$ cat config.mk
export PLATFORM = sky130hd
export DESIGN_NAME = pllfreq_calc
export DESIGN_NICKNAME = d
export VERILOG_FILES = /design/src/rtl/pfc_pkg.sv /design/src/rtl/pfc_decode.sv /design/src/rtl/pfc_divider.sv /design/src/rtl/pllfreq_calc.sv
export SDC_FILE = /design/constraint.sdc
export NUM_CORES = 1
export LEC_CHECK = 0
export ABC_AREA = 1
export BUFFER_PORTS_ARGS = -buffer_cell sky130_fd_sc_hd__clkbuf_2
export CAP_MARGIN = 20
export CORE_UTILIZATION = 45
export CTS_CLUSTER_SIZE = 16
export DETAILED_ROUTE_END_ITERATION = 10
export GPL_TIMING_DRIVEN = 0
export SLEW_MARGIN = 20
export SYNTH_ARGS = -nofsm -noshare
export SYNTH_HDL_FRONTEND = slang
export SYNTH_SLANG_ARGS = --single-unit
$ cat constraint.sdc
create_clock -name clk -period 16.1 [get_ports clk]
set_input_delay 3.22 -clock clk [delete_from_list [all_inputs] [get_ports clk]]
set_output_delay 3.22 -clock clk [all_outputs]
set_load 0.05 [all_outputs]
$ cat src/rtl/pfc_pkg.sv
package pfc_pkg;

    localparam int RES_W      = 32;
    localparam int ACC_W      = 48;
    localparam int FRAC_SHIFT = 10;

    localparam logic [RES_W-1:0] REF_HI_HZ = 32'd26000000;
    localparam logic [RES_W-1:0] REF_LO_HZ = 32'd33554432;

    // mode word bit positions
    localparam int             MODE_SEL_LSB  = 1;
    localparam logic [1:0]     MODE_SEL_LOW  = 2'd2;
    localparam int             MODE_PLL_EN   = 3;
    localparam int             MODE_BYPASS   = 7;

    // PLL word field widths and positions
    localparam int             NUM_W   = 10;
    localparam int             NUM_LSB = 0;
    localparam int             INT_W   = 4;
    localparam int             INT_LSB = 10;
    localparam int             DEN_W   = 10;
    localparam int             DEN_LSB = 16;
    localparam int             PRE_W   = 4;
    localparam int             PRE_LSB = 26;
    localparam logic [INT_W-1:0] INT_MIN = 4'd5;

    // post-divider word
    localparam int HS_W    = 3;
    localparam int HS_LSB  = 11;
    localparam int BUS_W   = 2;
    localparam int BUS_LSB = 6;

    typedef enum logic [1:0] {
        S_IDLE = 2'd0,
        S_PLL  = 2'd1,
        S_HS   = 2'd2,
        S_BUS  = 2'd3
    } seq_state_t;

    typedef struct packed {
        logic [RES_W-1:0] ref_hz;
        logic             bypass;
        logic             neg;
        logic [ACC_W-1:0] mag;
        logic [ACC_W-1:0] den;
        logic [HS_W:0]    hs_div;
        logic [BUS_W:0]   bus_div;
    } calc_cfg_t;

    function automatic logic [RES_W-1:0] pick_ref(input logic [RES_W-1:0] mode);
        return (mode[MODE_SEL_LSB +: 2] == MODE_SEL_LOW) ? REF_LO_HZ : REF_HI_HZ;
    endfunction

    function automatic logic [INT_W-1:0] clamp_int(input logic [INT_W-1:0] raw);
        return (raw < INT_MIN) ? INT_MIN : raw;
    endfunction

endpackage

$ cat src/rtl/pfc_decode.sv
module pfc_decode
    import pfc_pkg::*;
(
    input  logic [RES_W-1:0] mode_reg,
    input  logic [RES_W-1:0] pll_reg,
    input  logic [RES_W-1:0] div_reg,
    output calc_cfg_t        cfg
);
    logic [RES_W-1:0]        ref_hz;
    logic signed [ACC_W-1:0] ref_s, int_s, num_s, den_s, pre_s, term_s, prod_s;
    logic                    unused_bits;

    always_comb begin
        ref_hz = pick_ref(mode_reg);
        ref_s  = ACC_W'(ref_hz >> FRAC_SHIFT);
        int_s  = ACC_W'(clamp_int(pll_reg[INT_LSB +: INT_W]));
        num_s  = {{(ACC_W-NUM_W){pll_reg[NUM_LSB+NUM_W-1]}}, pll_reg[NUM_LSB +: NUM_W]};
        den_s  = ACC_W'(pll_reg[DEN_LSB +: DEN_W]) + ACC_W'(1);
        pre_s  = ACC_W'(pll_reg[PRE_LSB +: PRE_W]) + ACC_W'(1);
        term_s = int_s * den_s + num_s;
        prod_s = (ref_s * term_s) <<< 1;

        cfg.ref_hz  = ref_hz;
        cfg.bypass  = mode_reg[MODE_BYPASS] | ~mode_reg[MODE_PLL_EN];
        cfg.neg     = prod_s[ACC_W-1];
        cfg.mag     = prod_s[ACC_W-1] ? ACC_W'(-prod_s) : ACC_W'(prod_s);
        cfg.den     = ACC_W'(den_s * pre_s);
        cfg.hs_div  = {1'b0, div_reg[HS_LSB +: HS_W]} + (HS_W+1)'(1);
        cfg.bus_div = {1'b0, div_reg[BUS_LSB +: BUS_W]} + (BUS_W+1)'(1);
    end

    assign unused_bits = ^{mode_reg[31:8], mode_reg[6:4], mode_reg[0],
                           pll_reg[31:30], pll_reg[15:14],
                           div_reg[31:14], div_reg[10:8], div_reg[5:0]};

endmodule

$ cat src/rtl/pfc_divider.sv
module pfc_divider #(
    parameter int W = 48
) (
    input  logic         clk,
    input  logic         rst,
    input  logic         load,
    input  logic [W-1:0] dividend,
    input  logic [W-1:0] divisor,
    output logic         busy,
    output logic         valid,
    output logic [W-1:0] quotient
);
    localparam int CW = $clog2(W + 1);

    logic [W-1:0]  rem_q, quo_q;
    logic [CW-1:0] cnt_q;
    logic [W:0]    trial;
    logic [W:0]    dsr_ext;

    assign trial   = {rem_q, quo_q[W-1]};
    assign dsr_ext = {1'b0, divisor};

    always_ff @(posedge clk) begin
        if (rst) begin
            rem_q <= '0;
            quo_q <= '0;
            cnt_q <= '0;
            busy  <= 1'b0;
            valid <= 1'b0;
        end else begin
            valid <= 1'b0;
            if (load) begin
                rem_q <= '0;
                quo_q <= dividend;
                cnt_q <= CW'(W);
                busy  <= 1'b1;
            end else if (busy) begin
                if (trial >= dsr_ext) begin
                    rem_q <= W'(trial - dsr_ext);
                    quo_q <= {quo_q[W-2:0], 1'b1};
                end else begin
                    rem_q <= trial[W-1:0];
                    quo_q <= {quo_q[W-2:0], 1'b0};
                end
                cnt_q <= cnt_q - CW'(1);
                if (cnt_q == CW'(1)) begin
                    busy  <= 1'b0;
                    valid <= 1'b1;
                end
            end
        end
    end

    assign quotient = quo_q;

endmodule

$ cat src/rtl/pllfreq_calc.sv
module pllfreq_calc
    import pfc_pkg::*;
(
    input  logic             clk,
    input  logic             rst,
    input  logic             start,
    input  logic [RES_W-1:0] mode_reg,
    input  logic [RES_W-1:0] pll_reg,
    input  logic [RES_W-1:0] div_reg,
    output logic             busy,
    output logic             done,
    output logic [RES_W-1:0] cpu_hz,
    output logic [RES_W-1:0] hs_hz,
    output logic [RES_W-1:0] bus_hz
);
    seq_state_t       state_q;
    calc_cfg_t        cfg_d, cfg_q;
    logic             kick_q;
    logic [ACC_W-1:0] dvd, dsr, div_quo, signed_q;
    logic             div_busy, div_valid;
    logic [RES_W-1:0] cpu_scaled;
    logic             unused_top;

    pfc_decode u_dec (
        .mode_reg (mode_reg),
        .pll_reg  (pll_reg),
        .div_reg  (div_reg),
        .cfg      (cfg_d)
    );

    always_comb begin
        unique case (state_q)
            S_PLL: begin
                dvd = cfg_q.mag;
                dsr = cfg_q.den;
            end
            S_HS: begin
                dvd = ACC_W'(cpu_hz);
                dsr = ACC_W'(cfg_q.hs_div);
            end
            S_BUS: begin
                dvd = ACC_W'(hs_hz);
                dsr = ACC_W'(cfg_q.bus_div);
            end
            default: begin
                dvd = '0;
                dsr = ACC_W'(1);
            end
        endcase
    end

    pfc_divider #(.W(ACC_W)) u_div (
        .clk      (clk),
        .rst      (rst),
        .load     (kick_q),
        .dividend (dvd),
        .divisor  (dsr),
        .busy     (div_busy),
        .valid    (div_valid),
        .quotient (div_quo)
    );

    assign signed_q   = cfg_q.neg ? (~div_quo + ACC_W'(1)) : div_quo;
    assign cpu_scaled = {signed_q[RES_W-FRAC_SHIFT-1:0], {FRAC_SHIFT{1'b0}}};

    always_ff @(posedge clk) begin
        if (rst) begin
            state_q <= S_IDLE;
            cfg_q   <= '0;
            kick_q  <= 1'b0;
            done    <= 1'b0;
            cpu_hz  <= '0;
            hs_hz   <= '0;
            bus_hz  <= '0;
        end else begin
            kick_q <= 1'b0;
            done   <= 1'b0;
            unique case (state_q)
                S_IDLE: if (start) begin
                    cfg_q  <= cfg_d;
                    kick_q <= 1'b1;
                    if (cfg_d.bypass) begin
                        cpu_hz  <= cfg_d.ref_hz;
                        state_q <= S_HS;
                    end else begin
                        state_q <= S_PLL;
                    end
                end
                S_PLL: if (div_valid) begin
                    cpu_hz  <= cpu_scaled;
                    kick_q  <= 1'b1;
                    state_q <= S_HS;
                end
                S_HS: if (div_valid) begin
                    hs_hz   <= div_quo[RES_W-1:0];
                    kick_q  <= 1'b1;
                    state_q <= S_BUS;
                end
                S_BUS: if (div_valid) begin
                    bus_hz  <= div_quo[RES_W-1:0];
                    done    <= 1'b1;
                    state_q <= S_IDLE;
                end
                default: state_q <= S_IDLE;
            endcase
        end
    end

    assign busy       = (state_q != S_IDLE);
    assign unused_top = ^{signed_q[ACC_W-1:RES_W-FRAC_SHIFT], div_busy};

endmodule

==> out/qor.yml <==
placed_design:
  dp.final_hpwl_um: 84660
  gp_congestion: 0.9934
  port_buffers: 128
  post-place-cells: 5670
sta:
  fin_setup_tns_ns: 0
  tightest_slew_ns: 1.002
  fin_crit_ns: 14.14
  rsz0062_at_grt: "no"
  period_share_pct: 87.85
  clock.fmax_ghz: 0.07070
  finClkSkew_ns: 0.01473
  slew_headroom_pct: 33.22
  finalHoldViolCount: 0
  timing_max_transition_violations_final: 0
  setup_viol: 0
clocking:
  post-cts-setup-buffers: 0
  max-clock-path-buffers: 3
  h-tree-depth: 1
  cts_tree: "yes"
  cts_hold_buffers: 0
  clk_pin_slew_worst_paths_ns: 0.07
  worstSkewPairLatency_ns: 0.57
  cts_buffers: 26
  post_cts_resized: 0
  clock-sinks: 266
  cts_root_buffer: "clkbuf_16"
floorplan:
  die_y_um: 267.3
  ios: 197
  initial_core_util_pct: 45.86
  num_rows: 96
  dieArea_um2: 71460
  coreArea_um2: 69070
  die_w_um: 267.3
hold_path:
  holdPathStages: 2
  hold_class: "flip-flop to flip-flop"
finish:
  areaGrowthSynthToFinish_pct: 8.591
  final_cells: 5717
  drive_above_1_share_pct: 5.140
  antenna_cells: 0
  nNetsFinal: 5489
synth:
  ys_warn_count: 0
  synth_edf_count: 0
  async_flop_share_pct: 0
  yosysTopAreaCellShare_pct: 17.44
  syn_area_um2: 31680
  syn_inst: 4602
  synth_top_area_cell: "fa_1"
  synth-seq-area-share_pct: 16.81
  synth_cell_types: 54
  ys_top_cells_by_area: "fa_1 17%, dfxtp_1 17%, ha_1 14%"
  ys_ff_latch: 266
  ys.flop_type: "dfxtp_1"
  synth_area_per_cell_um2: 6.883
route:
  drt-initial-drc-count: 1907
  drtPass1Iterations: 5
  drt-wirelength-per-cell_um: 17.33
  route.detailed.drc: 0
  routed_wl_um: 99050
  avgViaCountPerCell: 5.114
  ant_nets: 0
  vias: 29240
global_route:
  grt_start_max_net_pins: 15
  grt_pass1_vias: 28720
  grt_pass1_wl_um: 157400
  overflow: 0
  antenna_found_initial: 3
  grt_util_all_layers_pct: 28.08
critical_path:
  r2r_cells: 19
  crit_arrival_ns: 14.65
  critical_path.slowest_cell: "xor2_1"
  cp-end-kind: "flip-flop"
  slowest_delay_ns: 0.60
  start_kind: "primary input"
  crit_type: "primary input to flip-flop"
  path_max_fanout: 6
  path_delay_family: "adder cells"
  crit_path_frequent_cell: "nand2_1"
  cp.required_ns: 16.60
  cp.depth: 49
  crit_buf_inv: 7
run:
  maxCapViolCount: 0
outcome:
  status: "completed"
==> cell usage in the layout, fill, tap and decap left out, drive strengths merged, types with 3 or more instances in the layout <==
master   synthesis  routed
inv            997     998
nand3          199     199
nand2          937     937
o2111ai          3       3
ha             347     347
a31oi           26      26
o21bai          15      15
o21ai          288     288
and2             4       4
clkinv           5      10
nor3            35      35
nand3b          22      22
nor4            14      14
xnor2           54      54
nand4           51      51
xor2            69      69
dfxtp          266     266
nor2           497     497
a21o             5       5
a21oi          270     270
o31ai            3       3
clkbuf         122     287
o22ai            5       5
fa             276     276
o211ai          15      15
buf             34      34
conb             1      10
a22oi           25      25
==> path summary, 6_finish.rpt <==
check	start	to	slack [ns]
max	pll_reg[18]	cfg_q[102]$_SDFFE_PP0P_	1.96
min	cfg_q[102]$_SDFFE_PP0P_	cfg_q[102]$_SDFFE_PP0P_	0.48
max reg2reg	state_q[1]$_SDFFE_PP0P_	u_div.rem_q[10]$_SDFFE_PP0P_	11.30
min reg2reg	cfg_q[102]$_SDFFE_PP0P_	cfg_q[102]$_SDFFE_PP0P_	0.48
==> cell usage after synthesis (all sizes together), types with 2 or more instances <==
master     n
a211oi     2
o31ai      3
a21oi    270
ha       347
nand3    199
clkinv     5
dfxtp    266
a21o       5
o21ai    288
o221ai     2
clkbuf   122
fa       276
xor2      69
o21bai    15
or2        2
nand2    937
a22oi     25
a221oi     2
o2111ai    3
buf       34
nand3b    22
o21a       2
o211ai    15
nor3      35
a32oi      2
inv      997
nor2     497
nor4      14
a31oi     26
xnor2     54
and2       4
nand4     51
o22ai      5
==> sequential cells by signal (all words and copies together), names as in the netlist <==
signal          flops
kick_q              1
state_q             2
u_div.busy          1
hs_hz              32
cfg_q              71
u_div.rem_q        48
u_div.cnt_q         6
u_div.valid         1
cpu_hz             23
bus_hz             32
u_div.quotient     48
done                1
==> cells by family after synthesis <==
logic type,share of synthesized area (%)
buf+inv,14.11
xor+xnor,3.401
fa+ha+maj,31.15
flops,16.81
other cells,0.01184
simple gates,23.11
compound gates,11.41
==> per-stage QoR <==
step                instance area [um^2]  worst slack, ns  hold slack (ns)  util (%)
floorplan                          31710            3.820           0.4386         -
global placement                   33520            1.542           0.4619     48.53
detailed placement                 33520            1.478           0.4648     48.53
CTS                                34400            2.061           0.4762     49.80
global route                       34400            1.308           0.4927     49.80
finish                             34400            1.956           0.4764     49.80
==> layer usage <==
| layer | vias up | global-route usage [%] | part of all wire [%] |
|---|---|---|---|
| li1 | 14600 | - | - |
| met4 | 6 | 9.226 | 3.2 |
| met1 | 13750 | 36.32 | 44 |
| met2 | 716 | 49.28 | 48 |
| met3 | 167 | 2.133 | 4.4 |
| met5 | - | 0 | 0.041 |
==> worst reg2reg max path: stages, from the launching register on <==
cell	delay (ns)
dfxtp_1	0.33
inv_1	0.13
ha_1	0.24
clkbuf_1	0.52
buf_1	0.41
nand2_1	0.13
ha_1	0.35
a21oi_1	0.21
inv_1	0.08
a31oi_1	0.22
nand2_1	0.15
a21oi_2	0.34
o21ai_2	0.18
nand2_1	0.13
nand3_2	0.13
nor3_4	0.53
buf_4	0.30
nand3b_1	0.10
nand3_1	0.12
a21oi_1	0.06
==> final cells by class <==
type                    instances  area (um^2)
fillers                      7334        34670
multi-input cells            3187        21920
flip-flops and latches        266         5325
inverters                    1002         3761
well taps                     931         1165
clock buffers                  37        762.0
plain buffers                 156        708.2
repair buffers                128        640.6
clock inverters                10        120.1
Power is left out: the tool's default activity adds up to more than one toggle a clock period on the data nets, which glitch-free logic cannot reach.
